**config.mk**
```make
export PLATFORM = sky130hd
export DESIGN_NAME = sps_sync_pulse_gen
export DESIGN_NICKNAME = d
export VERILOG_FILES = /design/src/rtl/sps_pkg.sv /design/src/rtl/sps_ratio_latch.sv /design/src/rtl/sps_phase_ctr.sv /design/src/rtl/sps_slot_match.sv /design/src/rtl/sps_sync_pulse_gen.sv
export SDC_FILE = /design/constraint.sdc
export NUM_CORES = 1
export LEC_CHECK = 0
export BUFFER_PORTS_ARGS = -buffer_cell sky130_fd_sc_hd__buf_2
export CORE_MARGIN = 1
export CORE_UTILIZATION = 25
export DETAILED_ROUTE_END_ITERATION = 7
export PLACE_DENSITY = 0.46
export SLEW_MARGIN = 20
export SYNTH_ARGS = -nofsm -noshare
export SYNTH_HDL_FRONTEND = slang
export SYNTH_HIERARCHICAL = 1
export SYNTH_SLANG_ARGS = --single-unit
```
**constraint.sdc**
```tcl
create_clock -name clk_fast -period 5 [get_ports clk_fast]
set_clock_uncertainty 0.1 [all_clocks]
set_input_delay 0.75 -clock clk_fast [delete_from_list [all_inputs] [get_ports clk_fast]]
set_output_delay 0.75 -clock clk_fast [all_outputs]
set_load 0.01 [all_outputs]
```
**src/rtl/sps_pkg.sv**
```systemverilog
package sps_pkg;

    typedef enum logic [0:0] {
        ST_IDLE = 1'b0,
        ST_RUN  = 1'b1
    } sps_state_e;

endpackage

```
**src/rtl/sps_ratio_latch.sv**
```systemverilog
module sps_ratio_latch #(
    parameter int NMIN = 8,
    parameter int NMAX = 21,
    parameter int QW   = 5
) (
    input  logic          clk,
    input  logic          rst_n,
    input  logic          load_i,
    input  logic [QW-1:0] sel_i,
    output logic [QW-1:0] ratio_o
);

    localparam logic [QW-1:0] LO = QW'(NMIN);
    localparam logic [QW-1:0] HI = QW'(NMAX);

    logic [QW-1:0] sel_clamped;
    logic [QW-1:0] ratio_q;

    always_comb begin
        if (sel_i < LO) begin
            sel_clamped = LO;
        end else if (sel_i > HI) begin
            sel_clamped = HI;
        end else begin
            sel_clamped = sel_i;
        end
    end

    always_ff @(posedge clk) begin
        if (!rst_n) begin
            ratio_q <= LO;
        end else if (load_i) begin
            ratio_q <= sel_clamped;
        end
    end

    assign ratio_o = ratio_q;


    ratio_hold_chk: assert property (@(posedge clk) disable iff (!rst_n)
        !load_i |=> $stable(ratio_q));


    ratio_range_chk: assert property (@(posedge clk) disable iff (!rst_n)
        (ratio_q >= LO) && (ratio_q <= HI));


    ratio_capture_chk: assert property (@(posedge clk) disable iff (!rst_n)
        (load_i && sel_i >= LO && sel_i <= HI) |=> (ratio_q == $past(sel_i)));

endmodule

```
**src/rtl/sps_phase_ctr.sv**
```systemverilog
module sps_phase_ctr #(
    parameter int QW = 5
) (
    input  logic          clk,
    input  logic          rst_n,
    input  logic          run_i,
    input  logic          restart_i,
    input  logic [QW-1:0] ratio_i,
    output logic [QW-1:0] phase_nxt_o
);

    logic [QW-1:0] phase_q;
    logic [QW-1:0] phase_d;
    logic          at_end;

    assign at_end = (phase_q == (ratio_i - QW'(1)));

    always_comb begin
        if (restart_i) begin
            phase_d = '0;
        end else if (run_i) begin
            phase_d = at_end ? '0 : (phase_q + QW'(1));
        end else begin
            phase_d = '0;
        end
    end

    always_ff @(posedge clk) begin
        if (!rst_n) begin
            phase_q <= '0;
        end else begin
            phase_q <= phase_d;
        end
    end

    assign phase_nxt_o = phase_d;


    phase_bound_chk: assert property (@(posedge clk) disable iff (!rst_n)
        phase_q < ratio_i);


    restart_zero_chk: assert property (@(posedge clk) disable iff (!rst_n)
        restart_i |=> (phase_q == '0));

endmodule

```
**src/rtl/sps_slot_match.sv**
```systemverilog
module sps_slot_match #(
    parameter int RES = 4,
    parameter int QW  = 5
) (
    input  logic [QW-1:0] ratio_i,
    input  logic [QW-1:0] phase_i,
    output logic          hit_o
);

    localparam int PW = QW + $clog2(2 * RES) + 1;

    logic [RES-1:0] hit_vec;

    for (genvar k = 0; k < RES; k++) begin : g_slot
        logic [PW-1:0] num;
        logic [PW-1:0] off;
        // nearest fast edge to the slot midpoint, ties to the earlier edge
        assign num = (PW'(2 * k + 1) * PW'(ratio_i)) + PW'(RES - 1);
        assign off = num / PW'(2 * RES);
        assign hit_vec[k] = (off == PW'(phase_i));
    end

    assign hit_o = |hit_vec;

endmodule

```
**src/rtl/sps_sync_pulse_gen.sv**
```systemverilog
module sps_sync_pulse_gen
    import sps_pkg::*;
#(
    parameter int RES  = 4,
    parameter int NMIN = 8,
    parameter int NMAX = 21,
    parameter int QW   = $clog2(NMAX + 1)
) (
    input  logic          clk_fast,
    input  logic          rst_n,
    input  logic [QW-1:0] ratio_sel,
    input  logic          aligned_i,
    output logic          sync_pulse_o,
    output logic          div_reset_o
);

    sps_state_e    state_q;
    sps_state_e    state_d;
    logic [QW-1:0] ratio_q;
    logic [QW-1:0] phase_nxt;
    logic          slot_hit;
    logic          run;
    logic          pulse_q;
    logic          divrst_q;

    assign run = (state_q == ST_RUN);

    sps_ratio_latch #(
        .NMIN (NMIN),
        .NMAX (NMAX),
        .QW   (QW)
    ) u_ratio (
        .clk     (clk_fast),
        .rst_n   (rst_n),
        .load_i  (aligned_i),
        .sel_i   (ratio_sel),
        .ratio_o (ratio_q)
    );

    sps_phase_ctr #(
        .QW (QW)
    ) u_phase (
        .clk         (clk_fast),
        .rst_n       (rst_n),
        .run_i       (run),
        .restart_i   (aligned_i),
        .ratio_i     (ratio_q),
        .phase_nxt_o (phase_nxt)
    );

    sps_slot_match #(
        .RES (RES),
        .QW  (QW)
    ) u_match (
        .ratio_i (ratio_q),
        .phase_i (phase_nxt),
        .hit_o   (slot_hit)
    );

    // next state: T_START leaves idle on a marker, T_HOLD keeps running
    always_comb begin
        state_d = state_q;
        unique case (state_q)
            ST_IDLE: if (aligned_i) state_d = ST_RUN;
            ST_RUN:  state_d = ST_RUN;
            default: state_d = ST_IDLE;
        endcase
    end

    // state register
    always_ff @(posedge clk_fast) begin
        if (!rst_n) begin
            state_q <= ST_IDLE;
        end else begin
            state_q <= state_d;
        end
    end

    // registered outputs
    always_ff @(posedge clk_fast) begin
        if (!rst_n) begin
            pulse_q  <= 1'b0;
            divrst_q <= 1'b0;
        end else begin
            divrst_q <= aligned_i;
            unique case (state_q)
                ST_IDLE: pulse_q <= 1'b0;
                ST_RUN:  pulse_q <= slot_hit;
                default: pulse_q <= 1'b0;
            endcase
        end
    end

    assign sync_pulse_o = pulse_q;
    assign div_reset_o  = divrst_q;


    pulse_one_cycle_chk: assert property (@(posedge clk_fast) disable iff (!rst_n)
        sync_pulse_o |=> !sync_pulse_o);


    idle_quiet_chk: assert property (@(posedge clk_fast) disable iff (!rst_n)
        (state_q == ST_IDLE) |=> !sync_pulse_o);


    restart_gap_chk: assert property (@(posedge clk_fast) disable iff (!rst_n)
        aligned_i |=> !sync_pulse_o);


    div_reset_on_chk: assert property (@(posedge clk_fast) disable iff (!rst_n)
        aligned_i |=> div_reset_o);


    div_reset_off_chk: assert property (@(posedge clk_fast) disable iff (!rst_n)
        !aligned_i |=> !div_reset_o);

endmodule

```
# ---- After elaboration in Yosys (flattened, before gate mapping)
# Cells that the tools add are included.
dict set report op_classes {
  n_eq_ne 5
  n_bitwise 1
  reduce_logical 1
  n_mul 3
  addsub 6
  n_mux 8
  n_lt_le_gt_ge 2
}
# operator count
set ops {}
lappend ops {{5-bit 2-to-1 mux} 5}
lappend ops {{6-bit by 5-bit == test with 1-bit output} 4}
lappend ops {{8-bit by 2-bit adder with 9-bit output, second input constant} 2}
lappend ops {{3-bit by 5-bit multiplier with 8-bit output, first input constant} 2}
lappend ops {{7-bit by 2-bit adder with 8-bit output, second input constant} 1}
lappend ops {{2-bit by 5-bit multiplier with 7-bit output, first input constant} 1}
lappend ops {{5-bit by 2-bit adder with 6-bit output, second input constant} 1}
lappend ops {{5-bit by 1-bit adder with 5-bit output, second input constant} 1}
lappend ops {{5-bit == test} 1}
lappend ops {{5-bit greater-than comparator, second input constant} 1}
lappend ops {{5-bit by 4-bit less-than comparator with 1-bit output, second input constant} 1}
lappend ops {{5-bit by 1-bit subtractor with 5-bit output, second input constant} 1}
lappend ops {{1-bit case mux with 2 select lines} 2}
lappend ops {{4-bit OR reduction} 1}
lappend ops {{1-bit 2-to-1 mux} 1}
lappend ops {{1-bit NOT} 1}
dict set report word_totals {
  input_bits 8
  ff_bits 13
}

# ---- Depth between registers and ports, before layout
# Gate-level depths: netlist of run 1.
dict set report depth {
  word_depth 8
  mapped_depth 13
}

# ---- By module
# Netlist of run 1, hierarchy kept.
# module seq_area_each_um2 cells_each instances area_each_um2
set by_module_without_submodules {}
lappend by_module_without_submodules {sps_slot_match 0.0 141 1 1178.6}
lappend by_module_without_submodules {sps_phase_ctr 100.1 46 1 389.1}
lappend by_module_without_submodules {sps_ratio_latch 100.1 25 1 229.0}
lappend by_module_without_submodules {sps_sync_pulse_gen 60.1 6 1 81.3}

# ---- Least setup slack after synthesis of run 1
# OpenSTA, ideal clock, no wires.
dict set report synth_path {
  kind {register to register}
  startpoint {register u_ratio.ratio_q[2] (netlist: u_ratio/ratio_o[2])}
  endpoint {register pulse_q (netlist: sync_pulse_o)}
  stages_incl_launch_ff 13
  t_arrival_ns 2.990
  setup_slack_ns 1.851
  setup_ns 0.059
  t_required_ns 4.841
  synth_period_minus_slack_ns 3.149
  cell_sequence {dfxtp_1 > inv_1 > fa_1 > inv_1 > ha_1 > ha_1 > clkbuf_2 > xnor2_1 > xnor2_1 > a2111oi_0 > nand4_1 > o211ai_1 > and3_1}
}
dict set report synth_via {
  elab_chain_len 8
}
# item line
set synth_rtl {}
lappend synth_rtl {{start, declared} sps_ratio_latch.sv:17} ;# logic [QW-1:0] ratio_q;
lappend synth_rtl {{start signal, assigned} sps_ratio_latch.sv:33} ;# ratio_q <= sel_clamped;
lappend synth_rtl {{branches (longest 6 deep; another with 8-bit by 2-bit adder with 9-bit output)} -}
lappend synth_rtl {{4-bit OR reduction *} sps_slot_match.sv:23} ;# assign hit_o = |hit_vec;
lappend synth_rtl {{via slot_hit} sps_sync_pulse_gen.sv:21} ;# logic slot_hit;
lappend synth_rtl {{1-bit case mux with 2 select lines *} sps_sync_pulse_gen.sv:86} ;# unique case (state_q)
lappend synth_rtl {{end signal, assigned} sps_sync_pulse_gen.sv:88} ;# ST_RUN: pulse_q <= slot_hit;
lappend synth_rtl {{end, declared} sps_sync_pulse_gen.sv:23} ;# logic pulse_q;
# Mark *: on every way through the listed nets, which the timed path passes.
# A chain may end at the register's enable or synchronous reset.

# ---- Worst setup path in the final report of run 1
dict set report layout_path {
  startpoint {register u_ratio.ratio_q[0] (netlist: u_ratio/ratio_o[0])}
  endpoint {register pulse_q (netlist: sync_pulse_o)}
}
dict set report layout_via {
  elab_chain_len 8
}
# item line
set layout_rtl {}
lappend layout_rtl {{5-bit by 1-bit subtractor with 5-bit output *} sps_phase_ctr.sv:16} ;# assign at_end = (phase_q == (ratio_i - QW'(1)));
lappend layout_rtl {{5-bit == test *} sps_phase_ctr.sv:16}
lappend layout_rtl {{5-bit 2-to-1 mux *} sps_phase_ctr.sv:22} ;# phase_d = at_end ? '0 : (phase_q + QW'(1));
lappend layout_rtl {{5-bit 2-to-1 mux *} sps_phase_ctr.sv:21} ;# end else if (run_i) begin
lappend layout_rtl {{5-bit 2-to-1 mux *} sps_phase_ctr.sv:19} ;# if (restart_i) begin
lappend layout_rtl {{via phase_nxt[3]} sps_sync_pulse_gen.sv:20} ;# logic [QW-1:0] phase_nxt;
lappend layout_rtl {{6-bit by 5-bit == test with 1-bit output} sps_slot_match.sv:20} ;# assign hit_vec[k] = (off == PW'(phase_i));
lappend layout_rtl {{4-bit OR reduction *} sps_slot_match.sv:23}
lappend layout_rtl {{via slot_hit} sps_sync_pulse_gen.sv:21}
lappend layout_rtl {{1-bit case mux with 2 select lines *} sps_sync_pulse_gen.sv:86}
# The timed path passes the listed nets; every way through them passes the cells marked *.

==> results of run 1 <==
## per-stage QoR
stage / total power [mW] / hold slack (ns) / cell area [sq um] / utilization, % / setup slack [ns]
after CTS: 0.390 / 0.424 / 2080 / 28.7 / 1.31
after floorplan: 0.258 / 0.347 / 1880 / - / 1.85
final: 0.387 / 0.421 / 2080 / 28.7 / 1.32
after global placement: 0.294 / 0.428 / 2030 / 28.0 / 1.46
after global routing: 0.421 / 0.456 / 2080 / 28.7 / 0.973
after detailed placement: 0.294 / 0.411 / 2030 / 28.0 / 1.34
## synthesized netlist by cell type (2+ instances only)
cell type,number,share of area (%)
a211oi_1,3,1.2
a21o_1,5,2.0
a21oi_1,6,1.6
a21oi_2,2,0.93
a31oi_1,4,1.3
and2_1,2,0.67
buf_2,3,0.80
clkbuf_1,2,0.40
dfxtp_1,13,14
fa_1,4,4.3
ha_1,35,23
inv_1,17,3.4
mux2i_1,4,2.1
nand2_1,13,2.6
nand3_1,4,1.1
nand4_1,2,0.67
nor2_1,14,2.8
nor2b_1,4,1.3
nor3_1,4,1.1
nor3b_1,4,1.6
nor4_1,3,1.0
nor4bb_1,3,1.6
o211ai_1,5,2.0
o21a_1,2,0.80
o21ai_0,6,1.6
o21ai_1,2,0.53
xnor2_1,20,9.3
xor2_1,10,4.7
## logic make-up (layout without fill, tap and decap cells)
group | count (synthesis) | count (layout) | share of synthesized area, %
compound gates | 44 | 44 | 18.1
xor+xnor | 30 | 30 | 14.0
fa+ha+maj | 39 | 39 | 27.6
buf+inv | 24 | 33 | 5.06
flops | 13 | 13 | 13.9
mux | 4 | 4 | 2.13
simple gates | 64 | 64 | 19.3
## worst max-delay path by stage
stage | endpoint | cells past startpoint | slack [ns] | startpoint
detailed placement | sync_pulse_o | 12 | 1.34 | u_ratio/ratio_o[0]
global placement | sync_pulse_o | 11 | 1.46 | u_ratio/ratio_o[0]
floorplan | sync_pulse_o | 12 | 1.85 | u_ratio/ratio_o[2]
global route | sync_pulse_o | 13 | 0.97 | u_ratio/ratio_o[0]
finish | sync_pulse_o | 12 | 1.32 | u_ratio/ratio_o[0]
CTS | sync_pulse_o | 12 | 1.31 | u_ratio/ratio_o[0]
## where the power goes
group	switching (mW)	internal, mW
Sequential	0.00736	0.108
Combinational	0.0972	0.0795
Clock	0.0383	0.0563
Total	0.143	0.244
## cell type report
| type | instances | area share (%) |
|---|---|---|
| clock buffers | 4 | 2.17 |
| inverters | 18 | 3.25 |
| multi-input cells | 181 | 73.2 |
| flip-flops and latches | 13 | 12.5 |
| well taps | 99 | 5.96 |
| repair buffers | 11 | 2.89 |
## per-layer routing
layer	vias to the layer above	track usage [%]	routed length, um
met5	-	0	0
met4	0	1.76	29
met3	4	1.77	125
met2	25	18.5	1770
met1	688	15.8	2060
li1	787	-	-
## placed cells by master (no fill, tap or decap), drive strengths merged, types with 5 or more instances in the layout
master	count
a21oi	8
dfxtp	13
nand2	13
xnor2	20
ha	35
inv	18
buf	11
a21o	5
nor2	14
o211ai	5
o21ai	8
xor2	10
## state kept, by name, indices dropped and copies added (netlist names)
register / flops
u_phase/phase_q: 5
u_ratio/ratio_o: 5
div_reset_o: 1
sync_pulse_o: 1
run: 1
## worst reg2reg max path, stage by stage (launching register included)
cell and delay (ns):
dfxtp_1 0.58, inv_1 0.09, ha_1 0.24, nor2b_1 0.13
or3_4 0.37, a311oi_4 0.51, nor2_1 0.35, a211oi_1 0.26
nor3_1 0.08, a2111oi_0 0.35, nand4_1 0.15, o211ai_1 0.24
and3_1 0.17
==> impl_results.html, run 1 <==
<table>
<tr><th>Metric</th><th>Value</th></tr>
<tr><th colspan="2">Critical path</th></tr>
<tr><td>Slowest cell delay on critical path</td><td>0.58 ns</td></tr>
<tr><td>Cell breakdown of the critical path</td><td>inv_1, ha_1, nor2b_1, or3_4, a311oi_4, nor2_1, a211oi_1, nor3_1, a2111oi_0, nand4_1, o211ai_1, and3_1</td></tr>
<tr><td>CP Max Fanout</td><td>15</td></tr>
<tr><td>Worst reg2reg path endpoint</td><td>sync_pulse_o</td></tr>
<tr><td>Number of buffers and inverters on the critical path</td><td>1</td></tr>
<tr><td>Reg2Reg Launch Point</td><td>u_ratio/ratio_o[0]</td></tr>
<tr><td>Number of cells traversed by the worst register-to-register path</td><td>12</td></tr>
<tr><td>Worst path required time</td><td>5.09 ns</td></tr>
<tr><td>Crit-path leading delay family</td><td>compound AO/OA/AOI/OAI gates</td></tr>
<tr><td>Cell with the largest stage delay on the worst path</td><td>dfxtp_1</td></tr>
<tr><td>Setup slack of the most critical reg-to-reg path</td><td>1.32 ns</td></tr>
<tr><td>Worst EP arrival</td><td>3.77 ns</td></tr>
<tr><td>Critical path class</td><td>reg -&gt; reg</td></tr>
<tr><td>Endpoint type of the worst setup path</td><td>flop</td></tr>
<tr><td>Type of element launching the critical path</td><td>flop</td></tr>
<tr><th colspan="2">Detailed routing</th></tr>
<tr><td>Number of optimization iterations in the first detailed-route pass</td><td>4</td></tr>
<tr><td>Via-to-Cell Ratio</td><td>4.61</td></tr>
<tr><td>Total detailed-routing wirelength</td><td>3980 um</td></tr>
<tr><td>Routed vias</td><td>1504</td></tr>
<tr><td>Count of routing violations after the opening detailed-route iteration</td><td>38</td></tr>
<tr><td>Per-cell routed wire length</td><td>12.2 um</td></tr>
<tr><td>Drc violations</td><td>0</td></tr>
<tr><td>Routed Antenna Nets</td><td>0</td></tr>
<tr><th colspan="2">Clock tree</th></tr>
<tr><td>Total setup buffers inserted after CTS</td><td>0</td></tr>
<tr><td>Post-cts repair resize count</td><td>0</td></tr>
<tr><td>Number of buffers added to fix hold violations after cts</td><td>0</td></tr>
<tr><td>CTS Root Cell</td><td>clkbuf_8</td></tr>
<tr><td>Total clock buffers created by CTS</td><td>3</td></tr>
<tr><td>CTS Sinks</td><td>13</td></tr>
<tr><td>Post-CTS clock slew at the launch and capture registers of the worst setup and hold paths</td><td>0.06 ns</td></tr>
<tr><td>Clk Latency, worst-skew pair</td><td>0.24 ns</td></tr>
<tr><td>H-Tree Depth</td><td>1</td></tr>
<tr><td>Maximum buffer depth of the clock tree</td><td>2</td></tr>
<tr><td>TritonCTS clock tree</td><td>yes</td></tr>
<tr><th colspan="2">Floorplan</th></tr>
<tr><td>Die Area</td><td>7860 sq um</td></tr>
<tr><td>Core region area</td><td>7250 sq um</td></tr>
<tr><td>Die Y</td><td>88.7 um</td></tr>
<tr><td>Placement Rows</td><td>31</td></tr>
<tr><td>Boundary pin count</td><td>10</td></tr>
<tr><td>Floorplan die width</td><td>88.7 um</td></tr>
<tr><td>Initial cell density of the core</td><td>25.9%</td></tr>
<tr><th colspan="2">Placed design</th></tr>
<tr><td>Instance count after placement with tap cells included</td><td>around 320</td></tr>
<tr><td>GPL Wtd Cong</td><td>between 0.7 and 0.8</td></tr>
<tr><td>Number of I/O port buffers</td><td>9</td></tr>
<tr><td>Half-perimeter wire length after placement</td><td>3120 um</td></tr>
<tr><th colspan="2">Timing</th></tr>
<tr><td>Setup repair after global routing missed its margin</td><td>false</td></tr>
<tr><td>Tcrit/Tclk final</td><td>73.6%</td></tr>
<tr><td>FMAX</td><td>272 MHz</td></tr>
<tr><td>Max-slew violations</td><td>0</td></tr>
<tr><td>Final critical path time including I/O delays and setup</td><td>approximately 3.7 ns</td></tr>
<tr><td>Final Setup Violations</td><td>0</td></tr>
<tr><td>Final Hold Vio Count</td><td>0</td></tr>
<tr><td>Post-Route Setup TNS</td><td>0 ns</td></tr>
<tr><td>Worst slew pin tran</td><td>0.902 ns</td></tr>
<tr><td>Worst-case headroom to the max-slew limit</td><td>between 30% and 40%</td></tr>
<tr><th colspan="2">GRT</th></tr>
<tr><td>Grt total ovfl</td><td>0</td></tr>
<tr><td>Total routing usage reported by global routing</td><td>11.3%</td></tr>
<tr><td>Global-route wire length before repair</td><td>6940 um</td></tr>
<tr><td>Number of global-route vias before repair</td><td>1464</td></tr>
<tr><td>Initial antenna violation count</td><td>0</td></tr>
<tr><td>Largest net degree at the start of global routing</td><td>16</td></tr>
<tr><th colspan="2">Cells and area</th></tr>
<tr><td>Filler Cells Inserted</td><td>781</td></tr>
<tr><td>Antenna diode count</td><td>0</td></tr>
<tr><td>Nets</td><td>roughly 280</td></tr>
<tr><td>Layout cell share with drive strength beyond 1</td><td>10.1%</td></tr>
<tr><td>Final Non-Filler Cells</td><td>between 300 and 400</td></tr>
<tr><td>Storage element area</td><td>260 sq um</td></tr>
<tr><td>Area added between synthesis and finish</td><td>10.7%</td></tr>
<tr><td>Area taken by multi-input logic gates</td><td>1520 sq um</td></tr>
<tr><th colspan="2">Yosys</th></tr>
<tr><td>Async set-reset flop share out of synthesis</td><td>0%</td></tr>
<tr><td>Predominant post-synthesis flop cell</td><td>dfxtp_1</td></tr>
<tr><td>Number of flops mapped to enable cells by yosys</td><td>0</td></tr>
<tr><td>Syn avg cell area</td><td>8.61 sq um</td></tr>
<tr><td>#FFs+latches synth</td><td>13</td></tr>
<tr><td>Netlist area before placement</td><td>1880 sq um</td></tr>
<tr><td>Number of instances in the synthesized netlist</td><td>218</td></tr>
<tr><td>Post-Synthesis Net Count</td><td>roughly 270</td></tr>
<tr><td>Total number of yosys warnings</td><td>6</td></tr>
<tr><td>Seq/Total Area, Yosys</td><td>13.9%</td></tr>
<tr><td>Post-synth cell types</td><td>50</td></tr>
<tr><th colspan="2">Pwr</th></tr>
<tr><td>VDD IR-drop max</td><td>0.121 mV</td></tr>
<tr><td>Power density of the placed cells</td><td>about 190 nW/um^2</td></tr>
<tr><td>Total leakage power</td><td>0.935 nW</td></tr>
<tr><th colspan="2">Run</th></tr>
<tr><td>Number of violations of the max-capacitance limit</td><td>0</td></tr>
<tr><th colspan="2">Status</th></tr>
<tr><td>Result of the run</td><td>complete, no violations</td></tr>
<tr><th colspan="2">Min path</th></tr>
<tr><td>Beginning of the worst hold path</td><td>run</td></tr>
<tr><td>Worst hold endpoint</td><td>run</td></tr>
<tr><td>Class of the tightest hold or removal check</td><td>reg -&gt; reg</td></tr>
<tr><td>Hold Path Stages</td><td>1</td></tr>
</table>
(Power assumes the default switching activity.)
==> run 2, diff against run 1 <==
--- a/config.mk
+++ b/config.mk
@@ -9,7 +9,7 @@
 export CORE_MARGIN = 1
 export CORE_UTILIZATION = 25
 export DETAILED_ROUTE_END_ITERATION = 7
-export PLACE_DENSITY = 0.46
+export PLACE_DENSITY = 0.48
 export SLEW_MARGIN = 20
 export SYNTH_ARGS = -nofsm -noshare
 export SYNTH_HDL_FRONTEND = slang
==> constraint.sdc (replaced) <==
create_clock -name clk_fast -period 3.2 [get_ports clk_fast]
set_clock_uncertainty 0.1 [all_clocks]
set_input_delay 0.48 -clock clk_fast [delete_from_list [all_inputs] [get_ports clk_fast]]
set_output_delay 0.48 -clock clk_fast [all_outputs]
set_load 0.01 [all_outputs]
==> impl_results.html, run 2 (synthesized netlist as in run 1, its figures left out) <==
<table>
<tr><th>Metric</th><th>Value</th></tr>
<tr><th colspan="2">Status</th></tr>
<tr><td>Result of the run</td><td>complete, no violations</td></tr>
<tr><th colspan="2">Detailed routing</th></tr>
<tr><td>Per-cell routed wire length</td><td>12.3 um (+1.0%)</td></tr>
<tr><td>Total detailed-routing wirelength</td><td>4180 um (+5.1%)</td></tr>
<tr><td>Drc violations</td><td>0 (unchanged)</td></tr>
<tr><td>Routed vias</td><td>1543 (+2.6%)</td></tr>
<tr><td>Routed Antenna Nets</td><td>0 (unchanged)</td></tr>
<tr><td>Number of optimization iterations in the first detailed-route pass</td><td>4 (unchanged)</td></tr>
<tr><td>Count of routing violations after the opening detailed-route iteration</td><td>49 (+29%)</td></tr>
<tr><td>Via-to-Cell Ratio</td><td>4.55 (-1.3%)</td></tr>
<tr><th colspan="2">Cells and area</th></tr>
<tr><td>Most frequent cells in the layout</td><td>ha_1 (34), xnor2_1 (20), inv_1 (17), buf_4 (14), nor2_1 (14)</td></tr>
<tr><td>Antenna diode count</td><td>0 (unchanged)</td></tr>
<tr><td>Filler Cells Inserted</td><td>789 (+1.0%)</td></tr>
<tr><td>Area added between synthesis and finish</td><td>17.5%</td></tr>
<tr><td>Layout cell share with drive strength beyond 1</td><td>16.7% (+6.5 points)</td></tr>
<tr><td>Most common cell after layout, fill and taps aside</td><td>ha_1</td></tr>
<tr><td>Nets</td><td>288 (+4.7%)</td></tr>
<tr><th colspan="2">Timing</th></tr>
<tr><td>FMAX</td><td>337 MHz (+24%)</td></tr>
<tr><td>Final Hold Vio Count</td><td>0 (unchanged)</td></tr>
<tr><td>Hold WS</td><td>0.417 ns (-0.00469 ns)</td></tr>
<tr><td>Max-slew violations</td><td>0 (unchanged)</td></tr>
<tr><td>Final Setup Violations</td><td>0 (unchanged)</td></tr>
<tr><td>Worst-case headroom to the max-slew limit</td><td>75.9% (+36 points)</td></tr>
<tr><td>Worst setup slack after layout</td><td>0.232 ns (-1.09 ns)</td></tr>
<tr><td>Worst slew pin tran</td><td>0.352 ns (-0.549 ns)</td></tr>
<tr><td>Final critical path time including I/O delays and setup</td><td>2.97 ns (-0.712 ns)</td></tr>
<tr><td>Post-Route Setup TNS</td><td>0 ns (unchanged)</td></tr>
<tr><td>Tcrit/Tclk final</td><td>92.8% (+19 points)</td></tr>
<tr><td>Setup repair after global routing missed its margin</td><td>false</td></tr>
<tr><th colspan="2">Critical path</th></tr>
<tr><td>CP Max Fanout</td><td>4 (-11)</td></tr>
<tr><td>Crit-path leading delay family</td><td>adder cells</td></tr>
<tr><td>Slowest cell delay on critical path</td><td>0.54 ns (-0.04 ns)</td></tr>
<tr><td>Number of buffers and inverters on the critical path</td><td>2 (+1)</td></tr>
<tr><td>Reg2Reg Launch Point</td><td>u_ratio/ratio_o[1]</td></tr>
<tr><td>Worst EP arrival</td><td>3.07 ns (-0.70 ns)</td></tr>
<tr><td>Critical path class</td><td>reg -&gt; reg</td></tr>
<tr><td>Number of cells traversed by the worst register-to-register path</td><td>11 (-1)</td></tr>
<tr><td>Worst path required time</td><td>3.30 ns (-1.79 ns)</td></tr>
<tr><td>Endpoint type of the worst setup path</td><td>flop</td></tr>
<tr><td>Setup slack of the most critical reg-to-reg path</td><td>0.23 ns (-1.09 ns)</td></tr>
<tr><td>Cell breakdown of the critical path</td><td>inv_1, fa_1, inv_1, ha_1, ha_1, xnor2_1, xnor2_1, a2111oi_0, nand4_1, o211ai_1, and3_1</td></tr>
<tr><td>Cell with the largest stage delay on the worst path</td><td>fa_1</td></tr>
<tr><td>Type of element launching the critical path</td><td>flop</td></tr>
<tr><td>Start point of the critical path</td><td>u_ratio/ratio_o[1]</td></tr>
<tr><td>Worst reg2reg path endpoint</td><td>sync_pulse_o</td></tr>
<tr><th colspan="2">Clock tree</th></tr>
<tr><td>CTS Sinks</td><td>13 (unchanged)</td></tr>
<tr><td>Post-CTS clock slew at the launch and capture registers of the worst setup and hold paths</td><td>0.07 ns (about the same)</td></tr>
<tr><td>Maximum buffer depth of the clock tree</td><td>2 (unchanged)</td></tr>
<tr><td>Clk Latency, worst-skew pair</td><td>0.25 ns (about the same)</td></tr>
<tr><td>Total clock buffers created by CTS</td><td>3 (unchanged)</td></tr>
<tr><td>TritonCTS clock tree</td><td>yes</td></tr>
<tr><td>H-Tree Depth</td><td>1 (unchanged)</td></tr>
<tr><td>CTS Root Cell</td><td>clkbuf_8</td></tr>
<tr><td>Number of buffers added to fix hold violations after cts</td><td>0 (unchanged)</td></tr>
<tr><th colspan="2">GRT</th></tr>
<tr><td>Global-route wire length before repair</td><td>7000 um (+0.79%)</td></tr>
<tr><td>Initial antenna violation count</td><td>0 (unchanged)</td></tr>
<tr><td>Grt total ovfl</td><td>0 (unchanged)</td></tr>
<tr><td>Total routing usage reported by global routing</td><td>11.6% (+0.31 points)</td></tr>
<tr><td>Number of global-route vias before repair</td><td>1426 (-2.6%)</td></tr>
<tr><td>Largest net degree at the start of global routing</td><td>16 (unchanged)</td></tr>
<tr><th colspan="2">Placed design</th></tr>
<tr><td>Number of I/O port buffers</td><td>9 (unchanged)</td></tr>
<tr><td>GPL Wtd Cong</td><td>0.759 (+4.2%)</td></tr>
<tr><td>Pre-CTS setup slack</td><td>0.193 ns (-1.15 ns)</td></tr>
<tr><td>Half-perimeter wire length after placement</td><td>3390 um (+8.7%)</td></tr>
<tr><th colspan="2">Pwr</th></tr>
<tr><td>Tot Pwr</td><td>627 uW (+62%)</td></tr>
<tr><td>Power density of the placed cells</td><td>284 nW/um^2 (+53%)</td></tr>
<tr><td>VDD IR-drop max</td><td>0.148 mV (+23%)</td></tr>
<tr><td>Total leakage power</td><td>1.01 nW (+7.7%)</td></tr>
<tr><th colspan="2">Run</th></tr>
<tr><td>Number of violations of the max-capacitance limit</td><td>0 (unchanged)</td></tr>
<tr><th colspan="2">Floorplan</th></tr>
<tr><td>Die Area</td><td>7860 sq um (unchanged)</td></tr>
<tr><td>Die Y</td><td>88.7 um (unchanged)</td></tr>
<tr><td>Floorplan die width</td><td>88.7 um (unchanged)</td></tr>
<tr><td>Initial cell density of the core</td><td>25.9% (unchanged)</td></tr>
<tr><td>Boundary pin count</td><td>10 (unchanged)</td></tr>
<tr><td>Core region area</td><td>7250 sq um (unchanged)</td></tr>
<tr><td>Placement Rows</td><td>31 (unchanged)</td></tr>
<tr><th colspan="2">Min path</th></tr>
<tr><td>Hold Path Stages</td><td>3 (+2)</td></tr>
<tr><td>Beginning of the worst hold path</td><td>ratio_sel[2]</td></tr>
<tr><td>Class of the tightest hold or removal check</td><td>in -&gt; reg</td></tr>
<tr><td>Worst hold endpoint</td><td>u_ratio/ratio_o[2]</td></tr>
</table>
-- run 2: final cells by class --
cell class / instances / area, sq um / area share, %
inverters: 18 / 67.6 / 3.06
clock buffers: 3 / 41.3 / 1.87
flip-flops and latches: 13 / 260 / 11.8
clock inverters: 1 / 5.00 / 0.227
well taps: 99 / 124 / 5.61
multi-input cells: 181 / 1540 / 69.7
repair buffers: 24 / 170 / 7.71
-- run 2: per-stage QoR --
| stage | area, sq um | utilization (%) | instances |
|---|---|---|---|
| floorplan | 1880 | - | 218 |
| global placement | 2140 | 29.6 | 335 |
| detailed placement | 2140 | 29.6 | 335 |
| CTS | 2190 | 30.2 | 339 |
| global route | 2210 | 30.4 | 339 |
| finish | 2210 | 30.4 | 339 |
-- run 2: how the worst max path moves through the flow --
stage                   endpoint  cells past startpoint
floorplan           sync_pulse_o                     12
global placement    sync_pulse_o                     12
detailed placement  sync_pulse_o                     12
CTS                 sync_pulse_o                     12
global route        sync_pulse_o                     12
finish              sync_pulse_o                     11
-- run 2: per-layer routing --
metal / wire [um] / GRT usage [%] / up-vias
li1: - / - / 817
met3: 58 / 1.96 / 2
met2: 1890 / 18.6 / 12
met1: 2220 / 16.3 / 712
met5: 0 / 0 / -
met4: 21 / 2.20 / 0
-- run 2: worst min-delay path: cells and delay by family --
kind,cells,cell delay (ns)
AOI/OAI and AO/OA,1,0.07
and+or+nand+nor,1,0.06
buffers and inverters,1,0.12
-- run 2: report_power, final --
part           leakage, nW  switching, mW  internal, mW
sequential           0.107        0.00532         0.169
clock               0.0255         0.0698        0.0862
combinational        0.875          0.161         0.136
-- run 2: timing repair --
action                                  CTS  global route
setup buffers                             0             0
resized for setup                         0             3
endpoints found under the setup margin    0             1
==> run 3, diff against run 2 <==
--- a/config.mk
+++ b/config.mk
@@ -6,6 +6,7 @@
 export NUM_CORES = 1
 export LEC_CHECK = 0
 export BUFFER_PORTS_ARGS = -buffer_cell sky130_fd_sc_hd__buf_2
+export CORE_ASPECT_RATIO = 1.4
 export CORE_MARGIN = 1
 export CORE_UTILIZATION = 25
 export DETAILED_ROUTE_END_ITERATION = 7
==> impl_results.html, run 3 (synthesized netlist as in run 1, its figures left out) <==
<table>
<tr><th>Metric</th><th>Value</th></tr>
<tr><th colspan="2">GRT</th></tr>
<tr><td>Met3 track demand over resource</td><td>0.482% (-1.5 points)</td></tr>
<tr><td>Largest net degree at the start of global routing</td><td>15 (-1)</td></tr>
<tr><td>Layer with the highest usage</td><td>met2</td></tr>
<tr><td>Initial antenna violation count</td><td>0 (unchanged)</td></tr>
<tr><td>Number of global-route vias before repair</td><td>1585 (+11%)</td></tr>
<tr><td>Total routing usage reported by global routing</td><td>12.0% (+0.41 points)</td></tr>
<tr><td>GR Util met2</td><td>23.5% (+4.9 points)</td></tr>
<tr><td>Met1 layer usage reported by global route</td><td>12.6% (-3.7 points)</td></tr>
<tr><td>Grt total ovfl</td><td>0 (unchanged)</td></tr>
<tr><td>Global-route wire length before repair</td><td>7320 um (+4.6%)</td></tr>
<tr><th colspan="2">Cells and area</th></tr>
<tr><td>Nets</td><td>292 (+1.4%)</td></tr>
<tr><td>Antenna diode count</td><td>0 (unchanged)</td></tr>
<tr><td>Most common cell after layout, fill and taps aside</td><td>ha_1</td></tr>
<tr><td>Most frequent cells in the layout</td><td>ha_1 (34), xnor2_1 (19), buf_4 (18), inv_1 (17), nand2_1 (13)</td></tr>
<tr><td>Layout cell share with drive strength beyond 1</td><td>20.5% (+3.8 points)</td></tr>
<tr><td>Area added between synthesis and finish</td><td>20.5%</td></tr>
<tr><td>Final Non-Filler Cells</td><td>341 (+0.59%)</td></tr>
<tr><th colspan="2">Critical path</th></tr>
<tr><td>Worst EP arrival</td><td>3.08 ns (about the same)</td></tr>
<tr><td>Type of element launching the critical path</td><td>flop</td></tr>
<tr><td>Setup slack of the most critical reg-to-reg path</td><td>0.21 ns (-0.02 ns)</td></tr>
<tr><td>Critical path class</td><td>reg -&gt; reg</td></tr>
<tr><td>Worst path required time</td><td>3.29 ns (about the same)</td></tr>
<tr><td>CP Max Fanout</td><td>5 (+1)</td></tr>
<tr><td>Endpoint type of the worst setup path</td><td>flop</td></tr>
<tr><th colspan="2">Timing</th></tr>
<tr><td>Final critical path time including I/O delays and setup</td><td>2.99 ns (+0.0249 ns)</td></tr>
<tr><td>Worst slew pin tran</td><td>0.401 ns (+0.0488 ns)</td></tr>
<tr><td>Setup repair after global routing missed its margin</td><td>false</td></tr>
<tr><td>Worst-case headroom to the max-slew limit</td><td>73.2% (-2.7 points)</td></tr>
<tr><td>Post-Route Setup TNS</td><td>0 ns (unchanged)</td></tr>
<tr><td>Max-slew violations</td><td>0 (unchanged)</td></tr>
<tr><td>Final Setup Violations</td><td>0 (unchanged)</td></tr>
<tr><td>Tcrit/Tclk final</td><td>93.5% (+0.78 points)</td></tr>
<tr><td>Worst setup slack after layout</td><td>0.207 ns (-0.0249 ns)</td></tr>
<tr><td>Final Hold Vio Count</td><td>0 (unchanged)</td></tr>
<tr><td>FMAX</td><td>334 MHz (-0.83%)</td></tr>
<tr><td>Hold WS</td><td>0.387 ns (-0.0294 ns)</td></tr>
<tr><th colspan="2">Clock tree</th></tr>
<tr><td>Total clock buffers created by CTS</td><td>3 (unchanged)</td></tr>
<tr><td>TritonCTS clock tree</td><td>yes</td></tr>
<tr><td>Clk Latency, worst-skew pair</td><td>0.24 ns (about the same)</td></tr>
<tr><td>Number of buffers added to fix hold violations after cts</td><td>0 (unchanged)</td></tr>
<tr><td>Maximum buffer depth of the clock tree</td><td>2 (unchanged)</td></tr>
<tr><td>CTS Root Cell</td><td>clkbuf_8</td></tr>
<tr><td>Post-CTS clock slew at the launch and capture registers of the worst setup and hold paths</td><td>0.06 ns (about the same)</td></tr>
<tr><td>CTS Sinks</td><td>13 (unchanged)</td></tr>
<tr><td>H-Tree Depth</td><td>1 (unchanged)</td></tr>
<tr><th colspan="2">Detailed routing</th></tr>
<tr><td>Routed Antenna Nets</td><td>0 (unchanged)</td></tr>
<tr><td>Number of optimization iterations in the first detailed-route pass</td><td>4 (unchanged)</td></tr>
<tr><td>Via-to-Cell Ratio</td><td>4.65 (+2.2%)</td></tr>
<tr><td>Drc violations</td><td>0 (unchanged)</td></tr>
<tr><td>Total detailed-routing wirelength</td><td>4380 um (+4.7%)</td></tr>
<tr><td>Routed vias</td><td>1586 (+2.8%)</td></tr>
<tr><td>Per-cell routed wire length</td><td>12.8 um (+4.1%)</td></tr>
<tr><td>Count of routing violations after the opening detailed-route iteration</td><td>111 (+130%)</td></tr>
<tr><th colspan="2">Floorplan</th></tr>
<tr><td>Boundary pin count</td><td>10 (unchanged)</td></tr>
<tr><td>Floorplan die width</td><td>75.3 um (-15%)</td></tr>
<tr><td>Initial cell density of the core</td><td>25.7% (-0.22 points)</td></tr>
<tr><td>Core region area</td><td>7310 sq um (+0.85%)</td></tr>
<tr><td>Die Y</td><td>105 um (+18%)</td></tr>
<tr><td>Die Area</td><td>7870 sq um (about the same)</td></tr>
<tr><td>Placement Rows</td><td>37 (+19%)</td></tr>
<tr><th colspan="2">Pwr</th></tr>
<tr><td>Tot Pwr</td><td>649 uW (+3.5%)</td></tr>
<tr><td>Total leakage power</td><td>1.03 nW (+2.7%)</td></tr>
<tr><td>VDD IR-drop max</td><td>0.293 mV (+98%)</td></tr>
<tr><td>Power density of the placed cells</td><td>287 nW/um^2 (+1.0%)</td></tr>
<tr><th colspan="2">Run</th></tr>
<tr><td>Number of violations of the max-capacitance limit</td><td>0 (unchanged)</td></tr>
<tr><th colspan="2">Placed design</th></tr>
<tr><td>Half-perimeter wire length after placement</td><td>3630 um (+7.1%)</td></tr>
<tr><td>Instance count after placement with tap cells included</td><td>335 (unchanged)</td></tr>
<tr><td>Pre-CTS setup slack</td><td>-0.0198 ns (-0.212 ns)</td></tr>
<tr><td>Number of I/O port buffers</td><td>9 (unchanged)</td></tr>
<tr><td>GPL Wtd Cong</td><td>0.818 (+7.8%)</td></tr>
<tr><th colspan="2">Status</th></tr>
<tr><td>Result of the run</td><td>complete, no violations</td></tr>
<tr><th colspan="2">Min path</th></tr>
<tr><td>Class of the tightest hold or removal check</td><td>reg -&gt; reg</td></tr>
</table>
==> run 3: per-stage QoR <==
stage,cell area [sq um],util [%]
final,2260,30.9
after global routing,2260,30.9
after CTS,2190,30.0
after detailed placement,2140,29.3
after global placement,2140,29.3
after floorplan,1880,-
==> run 3: what timing repair did <==
action / CTS / global route
pin swaps: 0 / 8
gates resized for setup: 1 / 12
setup buffers: 0 / 2
setup endpoints to repair: 1 / 1
==> run 3: layer usage <==
metal / wire, um / up-vias
met5: 0 / -
met4: 102 / 0
met3: 46 / 6
met2: 2450 / 21
met1: 1790 / 734
li1: - / 825
==> run 3: critical path, cell delays in order, from the launching register on <==
cell and delay, ns:
dfxtp_2 0.35, inv_1 0.05, ha_1 0.20, nor2b_1 0.14
or3_4 0.37, a311oi_4 0.33, buf_6 0.17, nor2_4 0.06
xor2_1 0.18, xnor2_1 0.15, a2111oi_2 0.40, o41ai_2 0.15
o211ai_1 0.13, and3_1 0.17
==> run 3: cell type report <==
type	instances	area, sq um
fillers	808	5050
flip-flops and latches	13	262
clock buffers	3	41.3
multi-input cells	181	1570
clock inverters	1	5.00
well taps	97	121
inverters	18	67.6
repair buffers	28	191
==> run 3: path summary, 6_finish.rpt <==
kind	to	start	cells after the start
max	sync_pulse_o	u_ratio/ratio_o[1]	13
min	run	run	1
max reg2reg	sync_pulse_o	u_ratio/ratio_o[1]	13
min reg2reg	run	run	1
==> run 3: power by group <==
group          internal, mW  switching (mW)  total (mW)
Sequential            0.169         0.00439       0.174
Combinational         0.154           0.176       0.329
Clock                0.0859          0.0598       0.146
Total                 0.409           0.240       0.649
